**src/rtl/dpbusy_pkg.sv**
```systemverilog
// Shared types for the dual-port busy arbiter.
package dpbusy_pkg;
    // Which port currently holds the contested location.
    typedef enum logic [1:0] {
        OWN_NONE  = 2'd0,
        OWN_LEFT  = 2'd1,
        OWN_RIGHT = 2'd2
    } owner_t;

    localparam int NUM_PORTS = 2;
    localparam int PORT_LT   = 0;
    localparam int PORT_RT   = 1;
endpackage

```
**src/rtl/dpbusy_match.sv**
```systemverilog
// Address comparator. Reports a collision when both ports are enabled on
// the same address. Assumes enables are active high; purely combinational.
module dpbusy_match #(
    parameter int ADDR_W = 13
) (
    input  logic              lt_en,
    input  logic [ADDR_W-1:0] lt_addr,
    input  logic              rt_en,
    input  logic [ADDR_W-1:0] rt_addr,
    output logic              match
);
    // Collision when both ports are selected and the addresses agree.
    always_comb begin
        match = lt_en && rt_en && (lt_addr == rt_addr);
    end
endmodule

```
**src/rtl/dpbusy_arb.sv**
```systemverilog
// Arbitration state. Remembers each port's enable/address from the previous
// cycle to judge which side was established first, and holds the grant for
// as long as the collision lasts. Assumes the match input is from the
// comparator on the same inputs. Produces the next-cycle busy decision.
module dpbusy_arb
    import dpbusy_pkg::*;
#(
    parameter int ADDR_W = 13
) (
    input  logic              clk,
    input  logic              rst_n,
    input  logic              match,
    input  logic              lt_en,
    input  logic [ADDR_W-1:0] lt_addr,
    input  logic              rt_en,
    input  logic [ADDR_W-1:0] rt_addr,
    output logic [NUM_PORTS-1:0] busy_req
);
    logic              lt_en_q, rt_en_q;
    logic [ADDR_W-1:0] lt_addr_q, rt_addr_q;
    logic              lt_settled, rt_settled;
    owner_t            owner_q, owner_d;

    // Record each port's selection for the settled test.
    always_ff @(posedge clk) begin
        if (!rst_n) begin
            lt_en_q   <= 1'b0;
            rt_en_q   <= 1'b0;
            lt_addr_q <= '0;
            rt_addr_q <= '0;
        end else begin
            lt_en_q   <= lt_en;
            rt_en_q   <= rt_en;
            lt_addr_q <= lt_addr;
            rt_addr_q <= rt_addr;
        end
    end

    // A port is settled when it kept the same enabled address since last cycle.
    always_comb begin
        lt_settled = lt_en && lt_en_q && (lt_addr == lt_addr_q);
        rt_settled = rt_en && rt_en_q && (rt_addr == rt_addr_q);
    end

    // Pick the owner: hold an existing grant, else earlier port, else left.
    always_comb begin
        if (!match)
            owner_d = OWN_NONE;
        else if (owner_q != OWN_NONE)
            owner_d = owner_q;
        else if (rt_settled && !lt_settled)
            owner_d = OWN_RIGHT;
        else
            owner_d = OWN_LEFT;
    end

    // Store the grant.
    always_ff @(posedge clk) begin
        if (!rst_n)
            owner_q <= OWN_NONE;
        else
            owner_q <= owner_d;
    end

    // The losing side is the busy one.
    always_comb begin
        busy_req[PORT_LT] = (owner_d == OWN_RIGHT);
        busy_req[PORT_RT] = (owner_d == OWN_LEFT);
    end

    // a grant survives while the collision continues.
    assert_grant_held_R8: assert property (@(posedge clk) disable iff (!rst_n)
        (owner_q == OWN_LEFT && match) |=> (owner_q == OWN_LEFT));
    assert_grant_held_rt_R8: assert property (@(posedge clk) disable iff (!rst_n)
        (owner_q == OWN_RIGHT && match) |=> (owner_q == OWN_RIGHT));
endmodule

```
**src/rtl/dpbusy_gate.sv**
```systemverilog
// Per-port output stage. Selects the effective busy (internal decision in
// master mode, external inhibit in slave mode), registers the active-low busy
// output and the gated write enable. Assumes busy_in_n is active low.
module dpbusy_gate (
    input  logic clk,
    input  logic rst_n,
    input  logic master_mode,
    input  logic busy_req,
    input  logic busy_in_n,
    input  logic en,
    input  logic wr,
    output logic busy_n,
    output logic wr_ok
);
    logic busy_eff;

    // Effective busy depends on the role.
    always_comb begin
        busy_eff = master_mode ? busy_req : !busy_in_n;
    end

    // Register the busy pin and the gated write enable.
    always_ff @(posedge clk) begin
        if (!rst_n) begin
            busy_n <= 1'b1;
            wr_ok  <= 1'b0;
        end else begin
            busy_n <= !(master_mode && busy_req);
            wr_ok  <= en && wr && !busy_eff;
        end
    end

    // a port shown busy never gets a write.
    assert_no_write_when_busy_R5: assert property (@(posedge clk) disable iff (!rst_n)
        !(wr_ok && !busy_n));
    // in slave mode an active inhibit input blocks the write.
    assert_slave_inhibit_R6: assert property (@(posedge clk) disable iff (!rst_n)
        (!$past(master_mode) && !$past(busy_in_n)) |-> !wr_ok);
    // slaves never drive busy low.
    assert_slave_quiet_R6: assert property (@(posedge clk) disable iff (!rst_n)
        !$past(master_mode) |-> busy_n);
endmodule

```
**src/rtl/dpbusy_arbiter.sv**
```systemverilog
// Top of the dual-port busy arbiter. Wires the comparator, the arbitration
// state and one output stage per port. Assumes all inputs are synchronous
// to clk; all outputs are registered, one cycle after their inputs.
module dpbusy_arbiter
    import dpbusy_pkg::*;
#(
    parameter int ADDR_W = 13
) (
    input  logic              clk,
    input  logic              rst_n,
    input  logic              master_mode,
    input  logic              lt_en,
    input  logic [ADDR_W-1:0] lt_addr,
    input  logic              lt_wr,
    input  logic              lt_busy_in_n,
    input  logic              rt_en,
    input  logic [ADDR_W-1:0] rt_addr,
    input  logic              rt_wr,
    input  logic              rt_busy_in_n,
    output logic              lt_busy_n,
    output logic              rt_busy_n,
    output logic              lt_wr_ok,
    output logic              rt_wr_ok
);
    logic                 match;
    logic [NUM_PORTS-1:0] busy_req;
    logic [NUM_PORTS-1:0] en_v, wr_v, bin_v, bout_v, ok_v;

    // Gather per-port signals into vectors for the generated stages.
    always_comb begin
        en_v  = {rt_en, lt_en};
        wr_v  = {rt_wr, lt_wr};
        bin_v = {rt_busy_in_n, lt_busy_in_n};
    end

    dpbusy_match #(.ADDR_W(ADDR_W)) u_match (
        .lt_en(lt_en), .lt_addr(lt_addr),
        .rt_en(rt_en), .rt_addr(rt_addr),
        .match(match)
    );

    dpbusy_arb #(.ADDR_W(ADDR_W)) u_arb (
        .clk(clk), .rst_n(rst_n), .match(match),
        .lt_en(lt_en), .lt_addr(lt_addr),
        .rt_en(rt_en), .rt_addr(rt_addr),
        .busy_req(busy_req)
    );

    for (genvar p = 0; p < NUM_PORTS; p++) begin : g_port
        dpbusy_gate u_gate (
            .clk(clk), .rst_n(rst_n), .master_mode(master_mode),
            .busy_req(busy_req[p]), .busy_in_n(bin_v[p]),
            .en(en_v[p]), .wr(wr_v[p]),
            .busy_n(bout_v[p]), .wr_ok(ok_v[p])
        );
    end

    // Present the per-port results on the named ports.
    always_comb begin
        lt_busy_n = bout_v[PORT_LT];
        rt_busy_n = bout_v[PORT_RT];
        lt_wr_ok  = ok_v[PORT_LT];
        rt_wr_ok  = ok_v[PORT_RT];
    end

    // both sides are never told busy together.
    assert_single_busy_R3: assert property (@(posedge clk) disable iff (!rst_n)
        !(!lt_busy_n && !rt_busy_n));
    // busy is only shown after a collision was present.
    assert_busy_needs_match_R4: assert property (@(posedge clk) disable iff (!rst_n)
        (!lt_busy_n || !rt_busy_n) |-> $past(match));
endmodule

```
**config.mk**
```make
export PLATFORM = sky130hd
export DESIGN_NAME = dpbusy_arbiter
export DESIGN_NICKNAME = d
export VERILOG_FILES = /design/src/rtl/dpbusy_pkg.sv /design/src/rtl/dpbusy_match.sv /design/src/rtl/dpbusy_arb.sv /design/src/rtl/dpbusy_gate.sv /design/src/rtl/dpbusy_arbiter.sv
export SDC_FILE = /design/constraint.sdc
export NUM_CORES = 1
export LEC_CHECK = 0
export ABC_CLOCK_PERIOD_IN_PS = 1200
export BUFFER_PORTS_ARGS = -buffer_cell sky130_fd_sc_hd__buf_4
export CAP_MARGIN = 20
export CORE_MARGIN = 2
export CORE_UTILIZATION = 45
export CTS_BUF_LIST = sky130_fd_sc_hd__clkbuf_4 sky130_fd_sc_hd__clkbuf_8 sky130_fd_sc_hd__clkbuf_16
export DETAILED_ROUTE_END_ITERATION = 7
export PLACE_DENSITY = 0.73
export SYNTH_ARGS = -nofsm -noshare
export SYNTH_HDL_FRONTEND = slang
export SYNTH_SLANG_ARGS = --single-unit
```
**constraint.sdc**
```tcl
create_clock -name clk -period 1.2 [get_ports clk]
set_input_delay 0.3 -clock clk [delete_from_list [all_inputs] [get_ports clk]]
set_output_delay 0.3 -clock clk [all_outputs]
set_load 0.01 [all_outputs]
```
Word-level counts from Yosys, hierarchy flattened --
Index checks and enable logic that the tools add are counted.
Storage, ports and cells: register bits 34, logic and storage cells 40, bits of input ports 35, output and inout bits 4
Cells by class: reduce and logical (&&, ||, !) cells 21, eq/ne operators 5, muxes and demuxes 5
Operator list (count):
- 13-bit == test | 3
- 1-bit logical AND | 13
- 1-bit zero test | 7
- 2-bit 2-to-1 mux | 3
- 2-bit by 1-bit == test with 1-bit output (second input constant) | 1
- 2-bit == test (second input constant) | 1
- 1-bit 2-to-1 mux | 2
- 2-bit nonzero test | 1

Longest topological paths before layout --
Gate-level depths: netlist (run 1).
depth in word-level cells 11, gate-level depth with buffers 5, depth with buffers taken out 5

Modules after synthesis --
Synthesis (run 1) repeated with hierarchy kept, for this count alone.
Unflattened totals: cell total of the unflattened synthesis 141, area, all modules 1460.2 sq um
By module, submodules not included:
- dpbusy_arb | area an instance 1167.4 sq um, cells an instance 109, sequential area each 600.6 sq um, instances 1
- dpbusy_match | area an instance 150.1 sq um, cells an instance 18, sequential area each 0.0 sq um, instances 1
- dpbusy_gate | area an instance 71.3 sq um, cells an instance 7, sequential area each 40.0 sq um, instances 2

Worst setup path after synthesis (run 1) --
Ideal clock, no wire load.
path kind reg2reg, start point register u_arb.lt_addr_q[11], end point register g_port[1].u_gate.busy_n, data arrival time 1.111 ns, library setup time 0.121 ns, slack -0.032 ns, stages on the path, launching flop included 6, cells stage by stage dfxtp_1 > xnor2_1 > nand4_1 > nor4_2 > o21a_1 > nand3_1
Between the ends: longest elaborated chain between the ends 10
RTL lines:
- from (decl) | RTL line dpbusy_arb.sv:20 | logic [ADDR_W-1:0] lt_addr_q, rt_addr_q;
- from (signal assigned) | RTL line dpbusy_arb.sv:34 | lt_addr_q <= lt_addr;
- 13-bit == test | RTL line dpbusy_arb.sv:41 | lt_settled = lt_en && lt_en_q && (lt_addr == lt_addr_q);
- 1-bit logical AND | RTL line dpbusy_arb.sv:41
- 1-bit zero test | RTL line dpbusy_arb.sv:51 | else if (rt_settled && !lt_settled)
- 1-bit logical AND | RTL line dpbusy_arb.sv:51
- 2-bit 2-to-1 mux | RTL line dpbusy_arb.sv:51
- 2-bit 2-to-1 mux | RTL line dpbusy_arb.sv:49 | else if (owner_q != OWN_NONE)
- 2-bit 2-to-1 mux | RTL line dpbusy_arb.sv:47 | if (!match)
- 2-bit by 1-bit == test with 1-bit output | RTL line dpbusy_arb.sv:68 | busy_req[PORT_RT] = (owner_d == OWN_LEFT);
- 1-bit logical AND | RTL line dpbusy_gate.sv:28 | busy_n <= !(master_mode && busy_req);
- 1-bit zero test | RTL line dpbusy_gate.sv:28
- to (signal assigned) | RTL line dpbusy_gate.sv:28
- to (decl) | RTL line dpbusy_gate.sv:12 | output logic busy_n,
Every way passes these cells. A chain may end at the register's enable or synchronous reset.

Final worst setup path (run 1) --
start point register u_arb.rt_addr_q[9], end point register g_port[1].u_gate.wr_ok
Between the ends: longest elaborated chain between the ends 10
RTL lines:
- from (decl) | RTL line dpbusy_arb.sv:20
- from (signal assigned) | RTL line dpbusy_arb.sv:35 | rt_addr_q <= rt_addr;
- 13-bit == test | RTL line dpbusy_arb.sv:42 | rt_settled = rt_en && rt_en_q && (rt_addr == rt_addr_q);
- 1-bit logical AND | RTL line dpbusy_arb.sv:42
- 1-bit logical AND | RTL line dpbusy_arb.sv:51
- 2-bit 2-to-1 mux | RTL line dpbusy_arb.sv:51
- 2-bit 2-to-1 mux | RTL line dpbusy_arb.sv:49
- 2-bit 2-to-1 mux | RTL line dpbusy_arb.sv:47
- 2-bit by 1-bit == test with 1-bit output | RTL line dpbusy_arb.sv:68
- 1-bit 2-to-1 mux | RTL line dpbusy_gate.sv:19 | busy_eff = master_mode ? busy_req : !busy_in_n;
- 1-bit zero test | RTL line dpbusy_gate.sv:29 | wr_ok <= en && wr && !busy_eff;
- 1-bit logical AND | RTL line dpbusy_gate.sv:29
- to (signal assigned) | RTL line dpbusy_gate.sv:29
- to (decl) | RTL line dpbusy_gate.sv:13 | output logic wr_ok
Every way passes these cells.

==> summary.md, run 1 <==
| Metric | Value |
|---|---|
| Status | finished, violations left |
| Violated checks | negative setup slack |
| Post-route ant nets | 0 |
| # clock sinks | 34 |
| Max incr delay on CP | ~320 ps |
| Met3 usage | 0.0649 |
| Pleak | 0.751 nW |
| Seq pwr share | 0.526 |
| Combinational power share | 0.143 |
| Die ar. | 3590 µm² |
| Vias per cell | 4.83 |
| Slew @ Worst Pin | 293 ps |
| Final std cells w/o fill | 211 |
| Final Hold Fails | 0 |
| Synth Flop Type | dfxtp_1 |
| Area Growth Syn to Fin | 30.6% |
| Global route overflow | 0 |
| WL/cell | 13.0 µm |
| Net switching power | 0.521 mW |
| I/O Buffers | 38 |
| Global-route wire length before repair | 4.30 mm |
| Via Count | 1020 |
| Floorplan core area | 3000 µm² |
| Post-Route WL | about 2.7 mm |
| Final setup fails | 6 |
| Buf+Inv Stages, Crit Path | 0 |
| Mapped Nets | about 170 |
| Crit-path cells | xor2_1 > nor4_2 > nand4_1 > o21a_1 > a21oi_2 |
| Final cycle utilization of the critical path | 1.15 |
| TritonCTS clock tree | built |
| H-tree depth | 2 |
| Slew Viols, Final | 0 |
| Hold-fix buffers, CTS | 0 |
| GRT met2 Usage | 0.284 |
| Proportion of layout cells with a drive suffix above 1 | 0.331 |
| CTS buffer count | 5 |
| Finished Core Util | 0.613 |
| Worst slew margin | 0.803 |
| Final instance area | 1840 µm² |
| CP top delay family | simple AND/OR/NAND/NOR gates |
| Seq cells post-synth | 34 |
| Pre-antenna DRT Iters | 4 |
| Switching Share | 0.227 |
| CP max-delay cell | dfxtp_1 |
| Worst Hold Slack | between 150 and 200 ps |
| Overall power | 2.29 mW |
| Fin Setup TNS | -851 ps |
| CTS clk-pin slew, worst paths | approximately 100 ps |
| Most frequent cell after synthesis | dfxtp_1 |
| All-Layer GR Usage | 0.171 |
| Crit-path max FO | 3 |
| Crit start category | flip-flop |
| Gpl congestion | 0.744 |
| Top post-synthesis cells by count | dfxtp_1, and2_1, xnor2_1 |
| Clk network pwr share | 0.331 |
| Arr. time, crit path | 1660 ps |
| Yosys top cell area share | 0.483 |
| Pwr/cell area | about 1200 nW/µm² |
| Die span in x | 60.0 µm |
| Largest cells by area after synthesis | dfxtp_1, xnor2_1, and2_1 |
| Core Rows | 20 |
| Synth Warn # | 0 |
| Nets | about 210 |
| Syn avg cell area | approximately 11 µm² |
| Max VDD drop | roughly 0.90 mV |
| Internal | 1.77 mW |
| M1 GR Usage | 0.196 |
| Post-Syn Instances | 134 |
| Final worst path period need | between 1000 and 1500 ps |
| Unique cell type count in the Yosys netlist | 19 |
| Placed Area | about 1700 µm² |
| Dpl ws | -374 ps |
| Seq/Total Area, Yosys | 0.483 |
| Mapped Area | 1410 µm² |
| Number of global-route vias before repair | 997 |
| Class of the worst hold path | input port to flip-flop |
| Fillers | about 260 |
| I/O pin count | 39 |
| Placed cells | 202 |
| Critical setup path kind | flip-flop to flip-flop |
| Synth async-reset ratio | 0 |
| Initial DRC Count | 22 |
| CTS root buf | clkbuf_4 |
| EDFF count, synth | 0 |
| Worst EP required | around 1500 ps |
| Max cap viols | 0 |
| RSZ-0062 raised after global routing | true |
| Initial core utilization | 0.469 |
| Post-DP HPWL | 2.13 mm |
| Residual DRC | 0 |
| Ant diodes | 0 |
| Global routing's busiest layer | met2 |
| Dominant cell type by area after synthesis | dfxtp_1 |
| CP Capture Type | flip-flop |
| Clk_lat worst skew | roughly 340 ps |
| Clk_skew | 9.71 ps |
| Longest Clk Path Bufs | 2 |
| Fin worst setup slack | -176 ps |
| Largest net degree at the start of global routing | 31 |
| Initial antenna violation count | 0 |
| Die span in y | 60.0 µm |
| Fmax | around 730 MHz |
-- logic make-up after synthesis --
group | share of synthesized area
AO/OA/AOI/OAI | 0.0302
XOR/XNOR | 0.242
buffers and inverters | 0.0107
flip-flops | 0.483
AND/OR/NAND/NOR | 0.234
-- layout by cell type (no fill, tap or decap) --
cell	Yosys	final
buf_4	0	39
dfxtp_1	34	32
and2_1	29	29
xnor2_1	26	24
xor2_1	13	13
nand4_1	7	7
nor4_2	4	5
clkbuf_4	0	5
nand3_1	4	4
clkbuf_8	0	3
xnor2_2	0	2
nand2_1	2	2
o211ai_1	2	2
nor2_1	2	2
dfxtp_2	0	2
inv_1	1	1
nor3_1	1	1
o22ai_2	0	1
o21a_1	1	1
a21oi_2	1	1
and2_2	1	1
a21oi_1	1	1
-- cell type report --
cell class	instances	area, µm²	area share
clock buffers	8	78.8	0.0428
inverters	1	3.75	0.00204
multi-input cells	96	741	0.402
flip-flops and latches	34	683	0.371
well taps	33	41.3	0.0224
repair buffers	39	293	0.159
-- per-layer routing --
| layer | vias to the layer above | part of all wire |
|---|---|---|
| met5 | - | 0 |
| met4 | 0 | 0.016 |
| met3 | 5 | 0.058 |
| met2 | 31 | 0.49 |
| met1 | 461 | 0.44 |
| li1 | 523 | - |
-- worst reg2reg max path: cells and delay by family (launching register included) --
| family | cells | cell delay (ps) |
|---|---|---|
| xor+xnor | 1 | 170 |
| flops | 1 | 320 |
| compound gates | 2 | 360 |
| simple gates | 2 | 460 |
-- power groups by stage --
stage	registers [mW]	logic (mW)	clock network [mW]
2_1_floorplan	1.23	0.165	0
4_1_cts	1.20	0.330	0.786
3_5_place_dp	1.23	0.322	0
6_report	1.20	0.329	0.758
5_1_grt	1.21	0.358	0.824
3_3_place_gp	1.23	0.316	0
-- final timing paths --
| check | cells after the start | start | slack (ps) | endpoint |
|---|---|---|---|---|
| worst max-delay path | 5 | u_arb.rt_addr_q[9] | -180 | g_port[1].u_gate.wr_ok |
| worst min register to register | 2 | u_arb.owner_q[0] | 540 | g_port[0].u_gate.busy_n |
| worst min-delay path | 2 | master_mode | 180 | g_port[0].u_gate.busy_n |
| worst max register to register | 5 | u_arb.rt_addr_q[9] | -180 | g_port[1].u_gate.wr_ok |
-- registers in the layout (all words and copies together), names as in the netlist --
register and flops:
u_arb.lt_addr_q 13, u_arb.rt_en_q 1, u_arb.rt_addr_q 13, g_port.u_gate.wr_ok 2, g_port.u_gate.busy_n 2, u_arb.lt_en_q 1
u_arb.owner_q 2
-- timing repair --
| item | in CTS | in global routing |
|---|---|---|
| buffers inserted | 0 | 1 |
| pin swaps | 11 | 9 |
| gates resized for setup | 5 | 1 |
| setup endpoints to repair | 6 | 6 |
Power figures use the tool's default switching activity.
==> inputs of run 2 (changes only) <==
--- a/config.mk
+++ b/config.mk
@@ -8,7 +8,6 @@
 export ABC_CLOCK_PERIOD_IN_PS = 1200
 export BUFFER_PORTS_ARGS = -buffer_cell sky130_fd_sc_hd__buf_4
 export CAP_MARGIN = 20
-export CORE_MARGIN = 2
 export CORE_UTILIZATION = 45
 export CTS_BUF_LIST = sky130_fd_sc_hd__clkbuf_4 sky130_fd_sc_hd__clkbuf_8 sky130_fd_sc_hd__clkbuf_16
 export DETAILED_ROUTE_END_ITERATION = 7
@@ -16,3 +15,4 @@
 export SYNTH_ARGS = -nofsm -noshare
 export SYNTH_HDL_FRONTEND = slang
 export SYNTH_SLANG_ARGS = --single-unit
+export TNS_END_PERCENT = 10
==> constraint.sdc (replaced) <==
create_clock -name clk -period 1.2 [get_ports clk]
set_input_delay 0.06 -clock clk [delete_from_list [all_inputs] [get_ports clk]]
set_output_delay 0.06 -clock clk [all_outputs]
set_load 0.01 [all_outputs]
==> run 2 against run 1 <==
  * The flow finishes with violations (design-rule violations, negative hold slack, negative setup slack)
  * Global-route usage is 4.6 points higher
  * First-iteration DRC count fell by 9.1%
  * Worst setup slack improved by 6.7 ps
  * Sequential power is essentially flat
  * Non-clock buffer count is 29 higher
  * Core utilization rose by 12 points
  * Clock power shrank 18%
  * Largest power group unchanged
  * Count of clock-buffer cells in the layout is 1 lower
==> summary.md, run 2 (synthesized netlist as in run 1, its figures left out) <==
| Metric | Value |
|---|---|
| Floorplan core area | around 2900 µm² |
| Post-Route WL | 3.18 mm |
| CTS buffer count | 5 |
| Die span in x | 58.0 µm |
| Global-route wire length before repair | 5.33 mm |
| Post-route ant nets | 0 |
| Residual DRC | 2 |
| Slew @ Worst Pin | 295 ps |
| Critical setup path kind | flip-flop to flip-flop |
| Global route overflow | 0 |
| Fillers | between 200 and 250 |
| Max cap viols | 0 |
| I/O Buffers | 38 |
| Area Growth Syn to Fin | 48.8% |
| Arr. time, crit path | 1600 ps |
| Class of the worst hold path | input port to flip-flop |
| Worst Hold Slack | -4.96 ps |
| Ant diodes | 0 |
| Final Hold Fails | 1 |
| Clk_skew | between 10 and 15 ps |
| Final worst path period need | roughly 1400 ps |
| Final std cells w/o fill | approximately 240 |
| Crit start category | flip-flop |
| Worst slew margin | 0.801 |
| Longest Clk Path Bufs | 2 |
| Die ar. | 3360 µm² |
| Clk_lat worst skew | 350 ps |
| Slew Viols, Final | 0 |
| Initial core utilization | 0.494 |
| Worst EP required | between 1000 and 1500 ps |
| Placed cells | 200 |
| Number of global-route vias before repair | 1212 |
| CTS clk-pin slew, worst paths | 100 ps |
| Dpl ws | -216 ps |
| Max VDD drop | 0.882 mV |
| Core Rows | 19 |
| Fmax | 730 MHz |
| # clock sinks | 34 |
| RSZ-0062 raised after global routing | true |
| Vias per cell | 4.81 |
| Status | finished, violations left |
| Fin worst setup slack | -169 ps |
| Die span in y | a little under 60 µm |
| Pwr/cell area | 1070 nW/µm² |
| Initial antenna violation count | 0 |
| TritonCTS clock tree | built |
| Gpl congestion | 0.747 |
| Violated checks | design-rule violations, negative hold slack, negative setup slack |
| Pre-antenna DRT Iters | 8 |
| Initial DRC Count | 20 |
| All-Layer GR Usage | 0.217 |
| Proportion of layout cells with a drive suffix above 1 | 0.257 |
| WL/cell | 13.4 µm |
| Regs by FF count | u_arb.lt_addr_q (13), u_arb.rt_addr_q (13) |
| CTS root buf | clkbuf_4 |
| Crit-path max FO | 3 |
| Via Count | 1141 |
| Nets | 241 |
| Final cycle utilization of the critical path | 1.14 |
| I/O pin count | 39 |
| # Post-CTS Setup Buffers | 0 |
| Final setup fails | 6 |
| Pleak | between 0.8 and 0.9 nW |
| CP Capture Type | flip-flop |
| Largest net degree at the start of global routing | 31 |
| Most common cell after layout, fill and taps aside | buf_4 |
| H-tree depth | 2 |
| Commonest non-fill, non-tap cells in the layout | buf_4, dfxtp_1, dlygate4sd3_1, and2_1, xnor2_1 |
run 2: final timing paths:
path	end	cells after the start	slack, ps	from
worst max-delay path	g_port[1].u_gate.busy_n	5	-170	u_arb.lt_addr_q[3]
worst max register to register	g_port[1].u_gate.busy_n	5	-170	u_arb.lt_addr_q[3]
worst min register to register	u_arb.owner_q[0]	2	580	u_arb.owner_q[0]
worst min-delay path	g_port[1].u_gate.wr_ok	3	-5	rt_wr
run 2: critical path, stage by stage, from the launching register on:
cell and delay (ps):
dfxtp_1 340, xnor2_1 110, nand3_1 160, nor4_4 330, o21a_1 220, nand3_1 90
run 2: where the power goes:
group	internal, mW	total (mW)	switching, mW
clock	0.266	0.625	0.359
sequential	1.18	1.20	0.0230
combinational	0.249	0.406	0.157
run 2: routing by layer:
layer | GRT usage | up-vias | part of all wire
li1 | - | 581 | -
met1 | 0.236 | 526 | 0.43
met2 | 0.391 | 29 | 0.50
met3 | 0.0826 | 5 | 0.050
met4 | 0.0612 | 0 | 0.016
met5 | 0 | - | 0
run 2: area by class of cell:
type	instances	area, µm²	share of cell area
Tap cell	31	38.8	0.0185
Multi-Input combinational cell	96	734	0.350
Timing Repair Buffer	68	586	0.279
Inverter	1	3.75	0.00179
Sequential cell	34	681	0.325
Clock buffer	7	52.6	0.0251
run 2: timing repair:
item | in CTS | in global routing
endpoints found under the setup margin | 6 | 6
pin swaps | 9 | 2
hold buffers | 30 | 0
hold endpoints to repair | 31 | 0
gates resized for setup | 2 | 1
run 2: through the flow:
stage | utilization | hold WS (ps) | TNS [ps] | instance area [µm²] | power [mW]
2_1_floorplan | - | 132 | -57.4 | 1410 | 1.39
3_5_place_dp | 0.604 | 282 | -1050 | 1720 | 1.55
6_report | 0.735 | -4.96 | -796 | 2100 | 2.23
5_1_grt | 0.735 | 0.800 | -1450 | 2100 | 2.34
4_1_cts | 0.732 | 2.56 | -907 | 2090 | 2.24
3_3_place_gp | 0.604 | 276 | -927 | 1720 | 1.54
==> inputs of run 3 (changes only) <==
--- a/config.mk
+++ b/config.mk
@@ -5,13 +5,13 @@
 export SDC_FILE = /design/constraint.sdc
 export NUM_CORES = 1
 export LEC_CHECK = 0
-export ABC_CLOCK_PERIOD_IN_PS = 1200
-export BUFFER_PORTS_ARGS = -buffer_cell sky130_fd_sc_hd__buf_4
 export CAP_MARGIN = 20
-export CORE_UTILIZATION = 45
+export CORE_UTILIZATION = 54
 export CTS_BUF_LIST = sky130_fd_sc_hd__clkbuf_4 sky130_fd_sc_hd__clkbuf_8 sky130_fd_sc_hd__clkbuf_16
 export DETAILED_ROUTE_END_ITERATION = 7
-export PLACE_DENSITY = 0.73
+export DONT_BUFFER_PORTS = 1
+export PLACE_DENSITY = 0.72
+export SKIP_CTS_REPAIR_TIMING = 1
 export SYNTH_ARGS = -nofsm -noshare
 export SYNTH_HDL_FRONTEND = slang
 export SYNTH_SLANG_ARGS = --single-unit
==> run 3 against run 2 <==
  * The run ends with negative hold slack, negative setup slack left
  * Wire length grew 9.6%
  * Critical path depth is the same
  * Non-clock buffer count shrank 9
  * Cell count shrank 4.6%
  * Sequential cell count is the same
  * Worst hold slack lost 200 ps
  * Count of clock-buffer cells in the layout shrank 1
  * Core utilization grew 12 points
  * Maximum frequency shrank 1.4%
==> summary.md, run 3 (synthesized netlist as in run 1, its figures left out) <==
| Metric | Value |
|---|---|
| Status | finished, violations left |
| Violated checks | negative hold slack, negative setup slack |
| Overall power | between 2 and 2.5 mW |
| WL/cell | between 15 and 20 µm |
| Placed Area | around 1400 µm² |
| Hold wc startpoint | master_mode |
| Slew @ Worst Pin | 319 ps |
| Net switching power | 0.492 mW |
| Final instance area | 2120 µm² |
| Regs by FF count | u_arb.lt_addr_q (13), u_arb.rt_addr_q (13) |
| Reg2reg start | u_arb.lt_addr_q[8] |
| Wl on met1 | 1.38 mm |
| CTS clk-pin slew, worst paths | 100 ps |
| CP Capture Type | flip-flop |
| Area Growth Syn to Fin | 50.2% |
| Max incr delay on CP | 340 ps |
| RSZ-0062 raised after global routing | true |
| TritonCTS clock tree | built |
| Pleak | about 0.85 nW |
| Floorplan core area | 2480 µm² |
| Crit-path max FO | 3 |
| Placed cells | between 150 and 200 |
| Worst EP required | 1430 ps |
| Largest net degree at the start of global routing | 31 |
| Critical Path Stages | 5 |
| CP max-delay cell | dfxtp_1 |
| Max VDD drop | 1.02 mV |
| Slew Viols, Final | 0 |
| Worst slew margin | 0.786 |
| Clk_skew | slightly above 5 ps |
| R2R Setup Slk | -190 ps |
| Vias per cell | slightly above 5 |
| Final setup fails | 6 |
| Number of global-route vias before repair | 904 |
| Pwr/cell area | between 1000 and 1500 nW/µm² |
| Metal3 WL | 185 µm |
| Final cycle utilization of the critical path | 1.16 |
| Pre-antenna DRT Iters | 4 |
| Worst Setup EP | g_port[1].u_gate.busy_n |
| Proportion of layout cells with a drive suffix above 1 | 0.0918 |
| Initial core utilization | 0.569 |
| Critical setup path kind | flip-flop to flip-flop |
| Seq pwr share | 0.554 |
| Post-route ant nets | 0 |
| Die span in x | 53.1 µm |
| # clock sinks | 34 |
| Global-route wire length before repair | 3.77 mm |
| Most common cell after layout, fill and taps aside | dlygate4sd3_1 |
| Switching Share | 0.226 |
| Post-Route WL | between 3 and 4 mm |
| Internal | 1.69 mW |
| Sequential cell area | approximately 680 µm² |
| H-tree depth | 2 |
| Worst Hold Slack | -203 ps |
| Gpl congestion | 0.677 |
| Area of the multi-input gates | 749 µm² |
| Reg2Reg Depth | 5 |
| Arr. time, crit path | 1620 ps |
| CTS buffer count | 5 |
| Final Hold Fails | 6 |
| Crit start category | flip-flop |
| Dpl ws | -265 ps |
| Ant diodes | 0 |
| I/O pin count | 39 |
| Clk_lat worst skew | 330 ps |
| Buf+Inv Stages, Crit Path | 0 |
| Initial DRC Count | 20 |
| Via Count | approximately 1200 |
| Initial antenna violation count | 0 |
| Worst R2R End | g_port[1].u_gate.busy_n |
| Longest Clk Path Bufs | 2 |
| Class of the worst hold path | input port to flip-flop |
| Final worst path period need | 1390 ps |
| CTS root buf | clkbuf_4 |
| Fillers | 136 |
| Fmax | between 700 and 800 MHz |
| Crit-path cells | xnor2_1 > nand4_1 > nor4_4 > o21a_1 > nand3_1 |
| Core Rows | 18 |
| Max cap viols | 0 |
| Die ar. | 2820 µm² |
| Die span in y | 53.1 µm |
| Metal2 WL | 1.88 mm |
| All-Layer GR Usage | 0.197 |
| Global route overflow | 0 |
| Final std cells w/o fill | 226 |
| I/O Buffers | 0 |
| Combinational power share | 0.160 |
| Nets | 232 |
| Critical Path Start | u_arb.lt_addr_q[8] |
| Clk network pwr share | 0.286 |
| Commonest non-fill, non-tap cells in the layout | dlygate4sd3_1, dfxtp_1, and2_1, xnor2_1, xor2_1 |
| CP top delay family | simple AND/OR/NAND/NOR gates |
| DR top layer | met4 |
| Fin worst setup slack | -188 ps |
| Residual DRC | 0 |
run 3: power by group through the flow:
stage	Combinational, mW	Clock [mW]	Sequential (mW)
floorplan	0.165	0	1.23
global placement	0.174	0	1.23
detailed placement	0.179	0	1.23
CTS	0.181	0.635	1.20
global route	0.378	0.686	1.21
finish	0.348	0.625	1.21
run 3: worst reg2reg max path: stages (launching register included):
cell and delay (ps):
dfxtp_1 340, xnor2_1 200, nand4_1 170, nor4_4 260, o21a_1 240, nand3_1 90
run 3: worst min-delay path by stage:
| stage | to | slack [ps] | depth (start not counted) |
|---|---|---|---|
| 2_1_floorplan | g_port[0].u_gate.busy_n | 130 | 1 |
| 3_3_place_gp | g_port[1].u_gate.busy_n | 140 | 1 |
| 3_5_place_dp | g_port[1].u_gate.busy_n | 140 | 1 |
| 4_1_cts | g_port[1].u_gate.busy_n | -220 | 1 |
| 5_1_grt | g_port[1].u_gate.busy_n | -220 | 1 |
| 6_report | g_port[1].u_gate.busy_n | -200 | 1 |
run 3: cell type report:
| type | count | area share |
|---|---|---|
| Clock buffer | 6 | 0.0242 |
| Inverter | 1 | 0.00177 |
| Multi-Input combinational cell | 96 | 0.354 |
| Sequential cell | 34 | 0.323 |
| Tap cell | 30 | 0.0177 |
| Timing Repair Buffer | 59 | 0.279 |
run 3: routing by layer:
metal	vias to the layer above	global-route usage
li1	563	-
met1	549	0.205
met2	38	0.323
met3	5	0.103
met4	0	0.0921
met5	-	0
run 3: per-stage QoR:
stage / util / setup TNS, ps
final: 0.854 / -925
after global routing: 0.854 / -1500
after CTS: 0.600 / -1340
after detailed placement: 0.579 / -1240
after global placement: 0.579 / -1010
after floorplan: - / -57.4
